### config.mk
export PLATFORM = sky130hd
export DESIGN_NAME = axi_wr_pacer
export DESIGN_NICKNAME = d
export VERILOG_FILES = /design/src/rtl/pace_pkg.sv /design/src/rtl/pace_timer.sv /design/src/rtl/txn_budget.sv /design/src/rtl/axi_wr_pacer.sv
export SDC_FILE = /design/constraint.sdc
export NUM_CORES = 1
export LEC_CHECK = 0
export BUFFER_PORTS_ARGS = -buffer_cell sky130_fd_sc_hd__buf_2
export CORE_ASPECT_RATIO = 0.75
export CORE_MARGIN = 2
export CORE_UTILIZATION = 45
export DETAILED_ROUTE_END_ITERATION = 8
export GPL_TIMING_DRIVEN = 0
export HOLD_SLACK_MARGIN = 0.02
export SKIP_LAST_GASP = 1
export SLEW_MARGIN = 20
export SYNTH_ARGS = -nofsm -noshare
export SYNTH_HDL_FRONTEND = slang
export SYNTH_HIERARCHICAL = 1
export SYNTH_SLANG_ARGS = --single-unit
### constraint.sdc
create_clock -name clk_i -period 4.9 [get_ports clk_i]
set_input_delay 0.735 -clock clk_i [delete_from_list [all_inputs] [get_ports clk_i]]
set_output_delay 0.735 -clock clk_i [all_outputs]
set_load 0.03 [all_outputs]
### src/rtl/pace_pkg.sv
package pace_pkg;
  typedef enum logic [2:0] {
    PH_IDLE,
    PH_DLY,
    PH_ADDR,
    PH_BEAT,
    PH_GAP
  } phase_e;

  localparam logic [1:0] MODE_COUNT = 2'd0;
  localparam logic [1:0] MODE_VOL   = 2'd1;

  localparam logic [1:0] UNIT_KB = 2'd0;
  localparam logic [1:0] UNIT_MB = 2'd1;
  localparam logic [1:0] UNIT_GB = 2'd2;
endpackage

### src/rtl/pace_timer.sv
module pace_timer #(
  parameter int W = 8
) (
  input  logic         clk_i,
  input  logic         rst_ni,
  input  logic         load_i,
  input  logic [W-1:0] val_i,
  input  logic         tick_i,
  output logic         last_o
);
  logic [W-1:0] cnt_q;

  always_ff @(posedge clk_i or negedge rst_ni) begin
    if (!rst_ni)     cnt_q <= '0;
    else if (load_i) cnt_q <= val_i;
    else if (tick_i) cnt_q <= cnt_q - 1'b1;
  end

  assign last_o = (cnt_q == W'(1));

  assert_tmr_no_underflow_R6: assert property (@(posedge clk_i) disable iff (!rst_ni)
    tick_i |-> cnt_q != '0);
endmodule

### src/rtl/txn_budget.sv
module txn_budget
  import pace_pkg::*;
#(
  parameter int CNT_W  = 16,
  parameter int VOL_W  = 16,
  parameter int LEN_W  = 8,
  parameter int SIZE_W = 3
) (
  input  logic              clk_i,
  input  logic              rst_ni,
  input  logic              load_i,
  input  logic [1:0]        mode_i,
  input  logic [CNT_W-1:0]  cnt_i,
  input  logic [VOL_W-1:0]  vol_i,
  input  logic [1:0]        unit_i,
  input  logic [LEN_W-1:0]  len_i,
  input  logic [SIZE_W-1:0] size_i,
  input  logic              step_i,
  output logic              zero_o,
  output logic              last_o
);
  localparam int REM_W = (VOL_W + 30 > CNT_W) ? VOL_W + 30 : CNT_W;
  localparam int BPT_W = LEN_W + 1 + (1 << SIZE_W) - 1;

  logic [REM_W-1:0] rem_q, step_amt, load_val;
  logic [BPT_W-1:0] bpt_q, bpt_d;
  logic             vol_mode_q, inf_q;
  logic [4:0]       shift;

  always_comb begin
    unique case (unit_i)
      UNIT_KB: shift = 5'd10;
      UNIT_MB: shift = 5'd20;
      UNIT_GB: shift = 5'd30;
      default: shift = 5'd0;
    endcase
  end

  assign bpt_d    = (BPT_W'(len_i) + BPT_W'(1)) << size_i;
  assign load_val = (mode_i == MODE_VOL) ? (REM_W'(vol_i) << shift) : REM_W'(cnt_i);
  assign zero_o   = !mode_i[1] && (load_val == '0);
  assign step_amt = vol_mode_q ? REM_W'(bpt_q) : REM_W'(1);
  // remaining work fits in one more transaction: ceil() falls out of this test
  assign last_o   = !inf_q && (rem_q <= step_amt);

  always_ff @(posedge clk_i or negedge rst_ni) begin
    if (!rst_ni) begin
      rem_q      <= '0;
      bpt_q      <= '0;
      vol_mode_q <= 1'b0;
      inf_q      <= 1'b0;
    end else if (load_i) begin
      rem_q      <= load_val;
      bpt_q      <= bpt_d;
      vol_mode_q <= (mode_i == MODE_VOL);
      inf_q      <= mode_i[1];
    end else if (step_i && !inf_q) begin
      rem_q <= last_o ? '0 : rem_q - step_amt;
    end
  end

  assert_rem_no_wrap_R4: assert property (@(posedge clk_i) disable iff (!rst_ni)
    (step_i && !inf_q) |-> rem_q != '0);
endmodule

### src/rtl/axi_wr_pacer.sv
module axi_wr_pacer
  import pace_pkg::*;
#(
  parameter int CNT_W  = 16,
  parameter int VOL_W  = 16,
  parameter int LEN_W  = 8,
  parameter int SIZE_W = 3,
  parameter int DLY_W  = 8
) (
  input  logic              clk_i,
  input  logic              rst_ni,
  input  logic              start_i,
  input  logic              stop_i,
  input  logic [1:0]        mode_i,
  input  logic [CNT_W-1:0]  txn_num_i,
  input  logic [VOL_W-1:0]  vol_i,
  input  logic [1:0]        vol_unit_i,
  input  logic [LEN_W-1:0]  len_i,
  input  logic [SIZE_W-1:0] size_i,
  input  logic [DLY_W-1:0]  start_dly_i,
  input  logic [DLY_W-1:0]  beat_gap_i,
  output logic              aw_req_o,
  input  logic              aw_ack_i,
  output logic              wbeat_en_o,
  input  logic              w_ready_i,
  output logic              busy_o,
  output logic              done_o,
  output logic [CNT_W-1:0]  txn_cnt_o
);
  phase_e           ph_q, ph_d;
  logic [LEN_W-1:0] len_q, beat_q;
  logic [DLY_W-1:0] sdly_q, gap_q, tmr_val;
  logic             tmr_load, tmr_tick, tmr_last;
  logic             bud_load, bud_step, bud_zero, bud_last;
  logic             done_q, done_d, stop_pend_q;
  logic [CNT_W-1:0] cnt_q;
  logic             accept, w_hs, last_beat, txn_end, stop_now;

  assign accept    = (ph_q == PH_IDLE) && start_i;
  assign w_hs      = (ph_q == PH_BEAT) && w_ready_i;
  assign last_beat = (beat_q == len_q);
  assign txn_end   = w_hs && last_beat;
  assign stop_now  = stop_i || stop_pend_q;

  pace_timer #(.W(DLY_W)) u_timer (
    .clk_i  (clk_i),
    .rst_ni (rst_ni),
    .load_i (tmr_load),
    .val_i  (tmr_val),
    .tick_i (tmr_tick),
    .last_o (tmr_last)
  );

  txn_budget #(
    .CNT_W(CNT_W), .VOL_W(VOL_W), .LEN_W(LEN_W), .SIZE_W(SIZE_W)
  ) u_budget (
    .clk_i  (clk_i),
    .rst_ni (rst_ni),
    .load_i (bud_load),
    .mode_i (mode_i),
    .cnt_i  (txn_num_i),
    .vol_i  (vol_i),
    .unit_i (vol_unit_i),
    .len_i  (len_i),
    .size_i (size_i),
    .step_i (bud_step),
    .zero_o (bud_zero),
    .last_o (bud_last)
  );

  always_comb begin
    ph_d     = ph_q;
    tmr_load = 1'b0;
    tmr_val  = '0;
    tmr_tick = 1'b0;
    bud_load = 1'b0;
    bud_step = 1'b0;
    done_d   = 1'b0;
    unique case (ph_q)
      PH_IDLE: if (start_i) begin
        bud_load = 1'b1;
        if (bud_zero)                done_d = 1'b1;
        else if (start_dly_i == '0)  ph_d = PH_ADDR;
        else begin
          ph_d     = PH_DLY;
          tmr_load = 1'b1;
          tmr_val  = start_dly_i;
        end
      end
      PH_DLY: begin
        if (stop_i) ph_d = PH_IDLE;
        else begin
          tmr_tick = 1'b1;
          if (tmr_last) ph_d = PH_ADDR;
        end
      end
      PH_ADDR: if (aw_ack_i) ph_d = PH_BEAT;
      PH_BEAT: if (w_ready_i) begin
        if (last_beat) begin
          bud_step = 1'b1;
          if (bud_last) begin
            ph_d   = PH_IDLE;
            done_d = 1'b1;
          end else if (stop_now)  ph_d = PH_IDLE;
          else if (sdly_q == '0)  ph_d = PH_ADDR;
          else begin
            ph_d     = PH_DLY;
            tmr_load = 1'b1;
            tmr_val  = sdly_q;
          end
        end else if (gap_q != '0) begin
          ph_d     = PH_GAP;
          tmr_load = 1'b1;
          tmr_val  = gap_q;
        end
      end
      PH_GAP: begin
        tmr_tick = 1'b1;
        if (tmr_last) ph_d = PH_BEAT;
      end
      default: ph_d = PH_IDLE;
    endcase
  end

  always_ff @(posedge clk_i or negedge rst_ni) begin
    if (!rst_ni) begin
      ph_q        <= PH_IDLE;
      beat_q      <= '0;
      len_q       <= '0;
      sdly_q      <= '0;
      gap_q       <= '0;
      done_q      <= 1'b0;
      stop_pend_q <= 1'b0;
      cnt_q       <= '0;
    end else begin
      ph_q   <= ph_d;
      done_q <= done_d;
      if (accept) begin
        len_q  <= len_i;
        sdly_q <= start_dly_i;
        gap_q  <= beat_gap_i;
        cnt_q  <= '0;
      end else if (txn_end) begin
        cnt_q <= cnt_q + 1'b1;
      end
      if (ph_q == PH_ADDR)         beat_q <= '0;
      else if (w_hs && !last_beat) beat_q <= beat_q + 1'b1;
      if (ph_d == PH_IDLE)
        stop_pend_q <= 1'b0;
      else if (stop_i && (ph_q == PH_ADDR || ph_q == PH_BEAT || ph_q == PH_GAP))
        stop_pend_q <= 1'b1;
    end
  end

  assign aw_req_o   = (ph_q == PH_ADDR);
  assign wbeat_en_o = (ph_q == PH_BEAT);
  assign busy_o     = (ph_q != PH_IDLE);
  assign done_o     = done_q;
  assign txn_cnt_o  = cnt_q;

  assert_awreq_hold_R7: assert property (@(posedge clk_i) disable iff (!rst_ni)
    (aw_req_o && !aw_ack_i) |=> aw_req_o);

  assert_beat_hold_R8: assert property (@(posedge clk_i) disable iff (!rst_ni)
    (wbeat_en_o && !w_ready_i) |=> wbeat_en_o);

  assert_gap_idle_R9: assert property (@(posedge clk_i) disable iff (!rst_ni)
    (w_hs && !last_beat && gap_q != '0) |=> !wbeat_en_o);

  assert_back2back_R9: assert property (@(posedge clk_i) disable iff (!rst_ni)
    (w_hs && !last_beat && gap_q == '0) |=> wbeat_en_o);

  assert_done_pulse_R10: assert property (@(posedge clk_i) disable iff (!rst_ni)
    (done_o && !start_i) |=> !done_o);

  assert_cnt_step_R10: assert property (@(posedge clk_i) disable iff (!rst_ni)
    !$stable(txn_cnt_o) |-> (txn_cnt_o == '0 || txn_cnt_o == CNT_W'($past(txn_cnt_o) + 1'b1)));
endmodule

Word-level counts from Yosys, hierarchy flattened. Index checks and enable logic that the tools add are counted.

$add $sub $neg: 5. Multipliers: 0. Div/mod/pow operators: 0. Magnitude comparators: 1. Eq/ne operators: 9. Shifts and indexed selects: 2. Mux-type cells: 61. Bitwise gates (word level): 0. Reductions and logical operators: 27.

Operator list (count): $mux W46 (4); $mux W8 (13); $mux W16 (3); $le A46 B46 Y1 (1); $logic_not A46 Y1 (1); $shl A16 B5 Y46 (1); $sub A46 B46 Y46 (1); $mux W3 (9); $mux W1 (22); $add A16 B1 Y16 const B (1); $logic_not A8 Y1 (2); $pmux W8 S2 (1); $shl A16 B3 Y16 (1); $pmux W3 S5 (1); $pmux W5 S3 (1); $reduce_bool A2 Y1 (5); $add A8 B1 Y9 const B (1); $add A8 B1 Y8 const B (1); $eq A8 B1 Y1 const B (1); $eq A8 B8 Y1 (1); $logic_and A1 B1 Y1 (8); $mux W2 (4); $reduce_bool A8 Y1 (1); $sub A8 B1 Y8 const B (1); other kinds (11) (20).

Flip-flop bits (word level): 125. Latch bits: 0. Bits in writable memories: 0. Bits in read-only memories: 0. Input bits: 69. Memories kept: 0.

Longest topological paths before layout.
Depth in word-level cells: 11. Mapped depth: 18.

Hierarchy. The synthesis kept the hierarchy.

By module, submodules not included: txn_budget (times used 1, cells each 722, area an instance 5571.6 µm², seq. area each 1601.5 µm²); axi_wr_pacer (times used 1, cells each 313, area an instance 2783.9 µm², seq. area each 1326.3 µm²); pace_timer (times used 1, cells each 50, area an instance 460.4 µm², seq. area each 200.2 µm²).

Worst setup path before layout. OpenSTA, ideal clock, no wires.

Path type: input-to-reg. Start: in vol_unit_i[0]. End: reg u_timer.cnt_q[5]. Arrival: 3.808 ns. Required time: 4.813 ns. Setup slack: 1.006 ns. Cell stages on the path: 13. Buffers on the path: 2. Cell sequence: ha_1 o21ba_2 clkbuf_1 clkbuf_1 a31oi_1 nor3_1 a31oi_1 a2111oi_0 nor2_1 nand2_1 o21ai_0 or4_1 o211ai_1.

Longest elaborated chain between the ends: 10. Elaborated cells on any way between the ends: 16. Those cells by class: eq/ne (2); shift (1); mux (9); reduce/logical (4).

RTL lines: from (decl) (line axi_wr_pacer.sv:17) `input logic [1:0] vol_unit_i,`; $eq A2 B2 Y1, or another cell as far along (line txn_budget.sv:31) `unique case (unit_i)`; $pmux W5 S3 (*) (line txn_budget.sv:31); $shl A16 B5 Y46 (*) (line txn_budget.sv:40) `assign load_val = (mode_i == MODE_VOL) ? (REM_W'(vol_i) << shift) : REM_W'(cnt_i);`; $mux W46 (*) (line txn_budget.sv:40); $logic_not A46 Y1 (*) (line txn_budget.sv:41) `assign zero_o = !mode_i[1] && (load_val == '0);`; $logic_and A1 B1 Y1 (*) (line txn_budget.sv:41); via bud_zero (line axi_wr_pacer.sv:34) `logic bud_load, bud_step, bud_zero, bud_last;`; $mux W1 (*) (line axi_wr_pacer.sv:82) `if (bud_zero) done_d = 1'b1;`; $mux W1 (*) (line axi_wr_pacer.sv:80) `PH_IDLE: if (start_i) begin`; $pmux W1 S2 (*) (line axi_wr_pacer.sv:79) `unique case (ph_q)`; via tmr_load (line axi_wr_pacer.sv:33) `logic tmr_load, tmr_tick, tmr_last;`; $mux W8 / $reduce_bool A2 Y1 (equally long branches); to (signal assigned) (line pace_timer.sv:15) `else if (load_i) cnt_q <= val_i;`; to (signal assigned) (line pace_timer.sv:16) `else if (tick_i) cnt_q <= cnt_q - 1'b1;`; to (decl) (line pace_timer.sv:11) `logic [W-1:0] cnt_q;`.

The timed path passes the listed nets; every way through them passes the cells marked *. A chain may end at the register's enable or synchronous reset.

Worst setup path after layout.
Start: reg u_budget.vol_mode_q. End: reg u_timer.cnt_q[5].

Longest elaborated chain between the ends: 8. Elaborated cells on any way between the ends: 13. Those cells by class: order compare (1); mux (10); reduce/logical (2).

RTL lines: from (decl) (line txn_budget.sv:27) `logic vol_mode_q, inf_q;`; from (signal assigned) (line txn_budget.sv:55) `vol_mode_q <= (mode_i == MODE_VOL);`; $mux W16 (*) (line txn_budget.sv:42) `assign step_amt = vol_mode_q ? REM_W'(bpt_q) : REM_W'(1);`; $le A46 B46 Y1 (*) (line txn_budget.sv:44) `assign last_o = !inf_q && (rem_q <= step_amt);`; $logic_and A1 B1 Y1 (*) (line txn_budget.sv:44); via bud_last (line axi_wr_pacer.sv:34); $mux W1 (*) (line axi_wr_pacer.sv:101) `if (bud_last) begin`; $mux W1 (*) (line axi_wr_pacer.sv:99) `if (last_beat) begin`; $mux W1 (*) (line axi_wr_pacer.sv:98) `PH_BEAT: if (w_ready_i) begin`; $pmux W1 S2 (*) (line axi_wr_pacer.sv:79); via tmr_load (line axi_wr_pacer.sv:33); $mux W8 / $reduce_bool A2 Y1 (equally long branches).

Marked as above.

==> flow_summary_export.csv <==
group,metric,value,unit
run_status,status,"complete, no violations",
critical_path,crit_path_end_kind,"flop",
critical_path,critPathKind,"reg -> reg",
cts,cts_tree,"done",
synthesis,synth_top_family_by_area,"simple AND/OR/NAND/NOR gates",
pwr,p_leak,4.33,nW
final_layout,num_antenna_cells,0,
synthesis,synth_seq_cells,125,
sta,finalSetupViolCount,0,
cts,path_clk_slew,60,ps
pwr,total_power,5.72,mW
placement,place_hpwl,21400,µm
floorplanning,rows,44,
critical_path,cp_max_fo,10,
synthesis,synth-compound-area-share,23.5,%
pwr,powerDensity,558,mW/mm²
grt,gr-usage-met1,42.7,%
hold_path,holdCritPathClass,"in -> async",
pwr,switching_share,43.8,%
routing,wl_per_cell,19.6,µm
routing,drcViolationCount,0,
pwr,switching_power,2.51,mW
cts,postCtsHoldBufs,0,
grt,grt.busiest_layer,"met1",
pwr,vdd_drop_max,0.000428,V
routing,wl,28500,µm
critical_path,crit_required,5240,ps
sta,fin_crit_sh,91.1,%
floorplanning,die-area,0.0207,mm²
synthesis,synth_nets,1179,
synthesis,synth_area,0.00882,mm²
synthesis,syn_avg_cell_area,8.13,µm²
cts,ctsLongestPathBuffers,2,
sta,maxSlewHeadroom,31.0,%
sta,skew,14.2,ps
synthesis,ys_warn_count,6,
floorplanning,die_h,125,µm
synthesis,synth_flop_cell,"dfrtp_1",
synthesis,yosys.area_share.simple,26.4,%
flow_run,maxCapViolCount,0,
final_layout,area.growth.synth_to_final,16.2,%
routing,drt-initial-drc-count,1229,
synthesis,synthXorXnorAreaFrac,4.07,%
routing,vias,9002,
synthesis,seq_area_frac_synth,35.5,%
pwr,p_seq_share,29.4,%
synthesis,yosysTopAreaCell,"dfrtp_1",
synthesis,synth_common_cells,"192 x nand2_1, 125 x dfrtp_1, 89 x nor2_1",
placement,postPlaceCellArea,0.00961,mm²
placement,port_buffers,86,
cts,htreeDepth,4,
grt,grt_overflow_total,0,
floorplanning,ioPinCount,89,
sta,drv_slew,0,
grt,grt_pass1_wl,45700,µm
floorplanning,design.core.area,0.0193,mm²
synthesis,synth.most_common_cell,"nand2_1",
grt,gr-usage-met2,37.1,%
grt,grt_pass1_vias,8437,
grt,grtUsageMet3,7.06,%
pwr,comb_power_share,47.1,%
final_layout,design_area,0.0102,mm²
critical_path,path_cells,"clkbuf_1, clkbuf_1, nand2_1, ha_1, clkbuf_1, nand3_1, nor4_2, nand2_1, a211oi_4, nand2_1, inv_1, nor3_1, and3_1, a21oi_1, o21ai_1, or4_1, o211ai_1",
critical_path,crit_arrival,4810,ps
synthesis,synth-adder-area-share,3.63,%
grt,grt.total_usage,27.5,%
sta,worst_pin_slew,1030,ps
floorplanning,start_util,45.8,%
cts,root_buffer,"clkbuf_16",
synthesis,netlist.area_leader.share,35.5,%
synthesis,synth-edff-count,0,
cts,cts_buffers,17,
critical_path,crit_slowest_cell,"or4_1",
synthesis,synth_cells,1085,
sta,timing.fmax,0.224,GHz
synthesis,synthDistinctLibCells,81,
synthesis,synth_area_leaders,"dfrtp_1 35%, nand2_1 8.2%, a21oi_1 3.9%, nor2_1 3.8%, o21ai_0 3.6%",
sta,rsz0062_at_grt,"no",
routing,ant_nets,0,
grt,antenna_found_initial,0,
pwr,clkPwrFrac,23.5,%
critical_path,slowest_delay,540,ps
synthesis,synth_async_sr_flop_share,100,%
sta,finalCriticalPeriod,4460,ps
cts,cts.sinks,125,
routing,drtPass1Iterations,5,
synthesis,synthMuxAreaShare,2.38,%
floorplanning,die_w,166,µm
pwr,internal-power,3.21,mW
sta,hold_viol,0,
final_layout,drive_gt1_share,13.4,%
cts,clkLatencyLatePin,430,ps
grt,grt_max_degree,81,
final_layout,fin_nets,1284,
critical_path,critPathLaunchType,"flop",
routing,vias_per_cell,6.18,
placement,gp_congestion,0.947,
final timing paths:
kind | to | slack [ps] | cells past startpoint | startpoint
worst max-delay path | u_timer/cnt_q[5]$_DFFE_PN0P_ | 440 | 17 | u_budget/vol_mode_q$_DFFE_PN0P_
worst min-delay path | u_budget/rem_q[43]$_DFFE_PN0P_ | 190 | 1 | rst_ni
worst max register to register | u_timer/cnt_q[5]$_DFFE_PN0P_ | 440 | 17 | u_budget/vol_mode_q$_DFFE_PN0P_
worst min register to register | u_budget/bpt_q[10]$_DFFE_PN0P_ | 480 | 1 | u_budget/bpt_q[10]$_DFFE_PN0P_
max in group asynchronous | u_budget/bpt_q[11]$_DFFE_PN0P_ | 3990 | 2 | rst_ni
min in group clk_i | u_budget/bpt_q[10]$_DFFE_PN0P_ | 480 | 1 | u_budget/bpt_q[10]$_DFFE_PN0P_
power by group through the flow:
stage          Combinational, mW  Sequential [mW]  Clock (mW)
4_1_cts                     2.63             1.67        1.37
3_5_place_dp                2.62             1.68           0
6_report                    2.69             1.68        1.34
2_1_floorplan               1.95             1.59           0
3_3_place_gp                2.58             1.68           0
5_1_grt                     2.98             1.72        1.41
timing repair:
item                       in CTS  in global routing
buffers inserted                0                  0
setup endpoints to repair       0                 19
resized for setup               0                  3
cell usage in the layout, fill, tap and decap left out, drive strengths merged, types with 13 or more instances in the layout:
| cell | count |
|---|---|
| nand2 | 192 |
| dfrtp | 125 |
| buf | 96 |
| nor2 | 89 |
| a21oi | 71 |
| clkbuf | 69 |
| o21ai | 63 |
| inv | 38 |
| nor3 | 31 |
| nand3 | 29 |
| or3 | 26 |
| xor2 | 25 |
| ha | 24 |
| nor4 | 20 |
| nand4 | 19 |
| o211ai | 18 |
| xnor2 | 16 |
| a21o | 14 |
| o311ai | 13 |
sequential cells by signal, indices dropped and copies added (netlist names):
signal,cells
gap_q,8
stop_pend_q,1
u_budget/vol_mode_q,1
u_budget/bpt_q,16
u_timer/cnt_q,8
sdly_q,8
u_budget/inf_q,1
done_o,1
txn_cnt_o,16
u_budget/rem_q,46
ph_q,3
len_q,8
beat_q,8
layout make-up:
cell class	instances	area [µm²]
buffer	58	253
tap	253	317
multi-input combinational	864	5320
inverter	37	139
timing repair buffer	87	468
sequential	125	3130
clock inverter	12	160
fill	1864	9020
clock buffer	20	467
routing by layer:
layer	part of all wire (%)	routed length [µm]	vias to the layer above
met5	0	0	-
met4	1.8	518	0
met3	10	2940	44
met2	40	11300	490
met1	48	13700	4242
li1	-	-	4226
per-stage QoR:
step | utilization, % | hold slack [ps] | std cells | TNS, ps | worst slack [ps]
3_3_place_gp | 49.6 | 463 | 1424 | -5080 | -709
2_1_floorplan | - | 439 | 1085 | 0 | 1010
3_5_place_dp | 49.9 | 466 | 1425 | 0 | 115
6_report | 53.2 | 189 | 1456 | 0 | 437
5_1_grt | 53.2 | 212 | 1456 | 0 | 0.756
4_1_cts | 53.1 | 204 | 1457 | 0 | 152
cell families after synthesis:
| kind of cell | count (synthesis) |
|---|---|
| adders and majority gates | 25 |
| muxes | 20 |
| DFF | 125 |
| buffers and inverters | 96 |
| xor gates and xnor gates | 41 |
| AOI/OAI and AO/OA | 301 |
| and+or+nand+nor | 477 |
worst max-delay path, delay by kind of cell (launching register included):
kind | cells | cell delay, ps
adder cells (fa/ha/maj) | 1 | 290
AO/OA/AOI/OAI | 4 | 700
flip-flops | 1 | 320
buffers and inverters | 4 | 1210
AND/OR/NAND/NOR | 8 | 1860
Power figures use the tool's default switching activity.
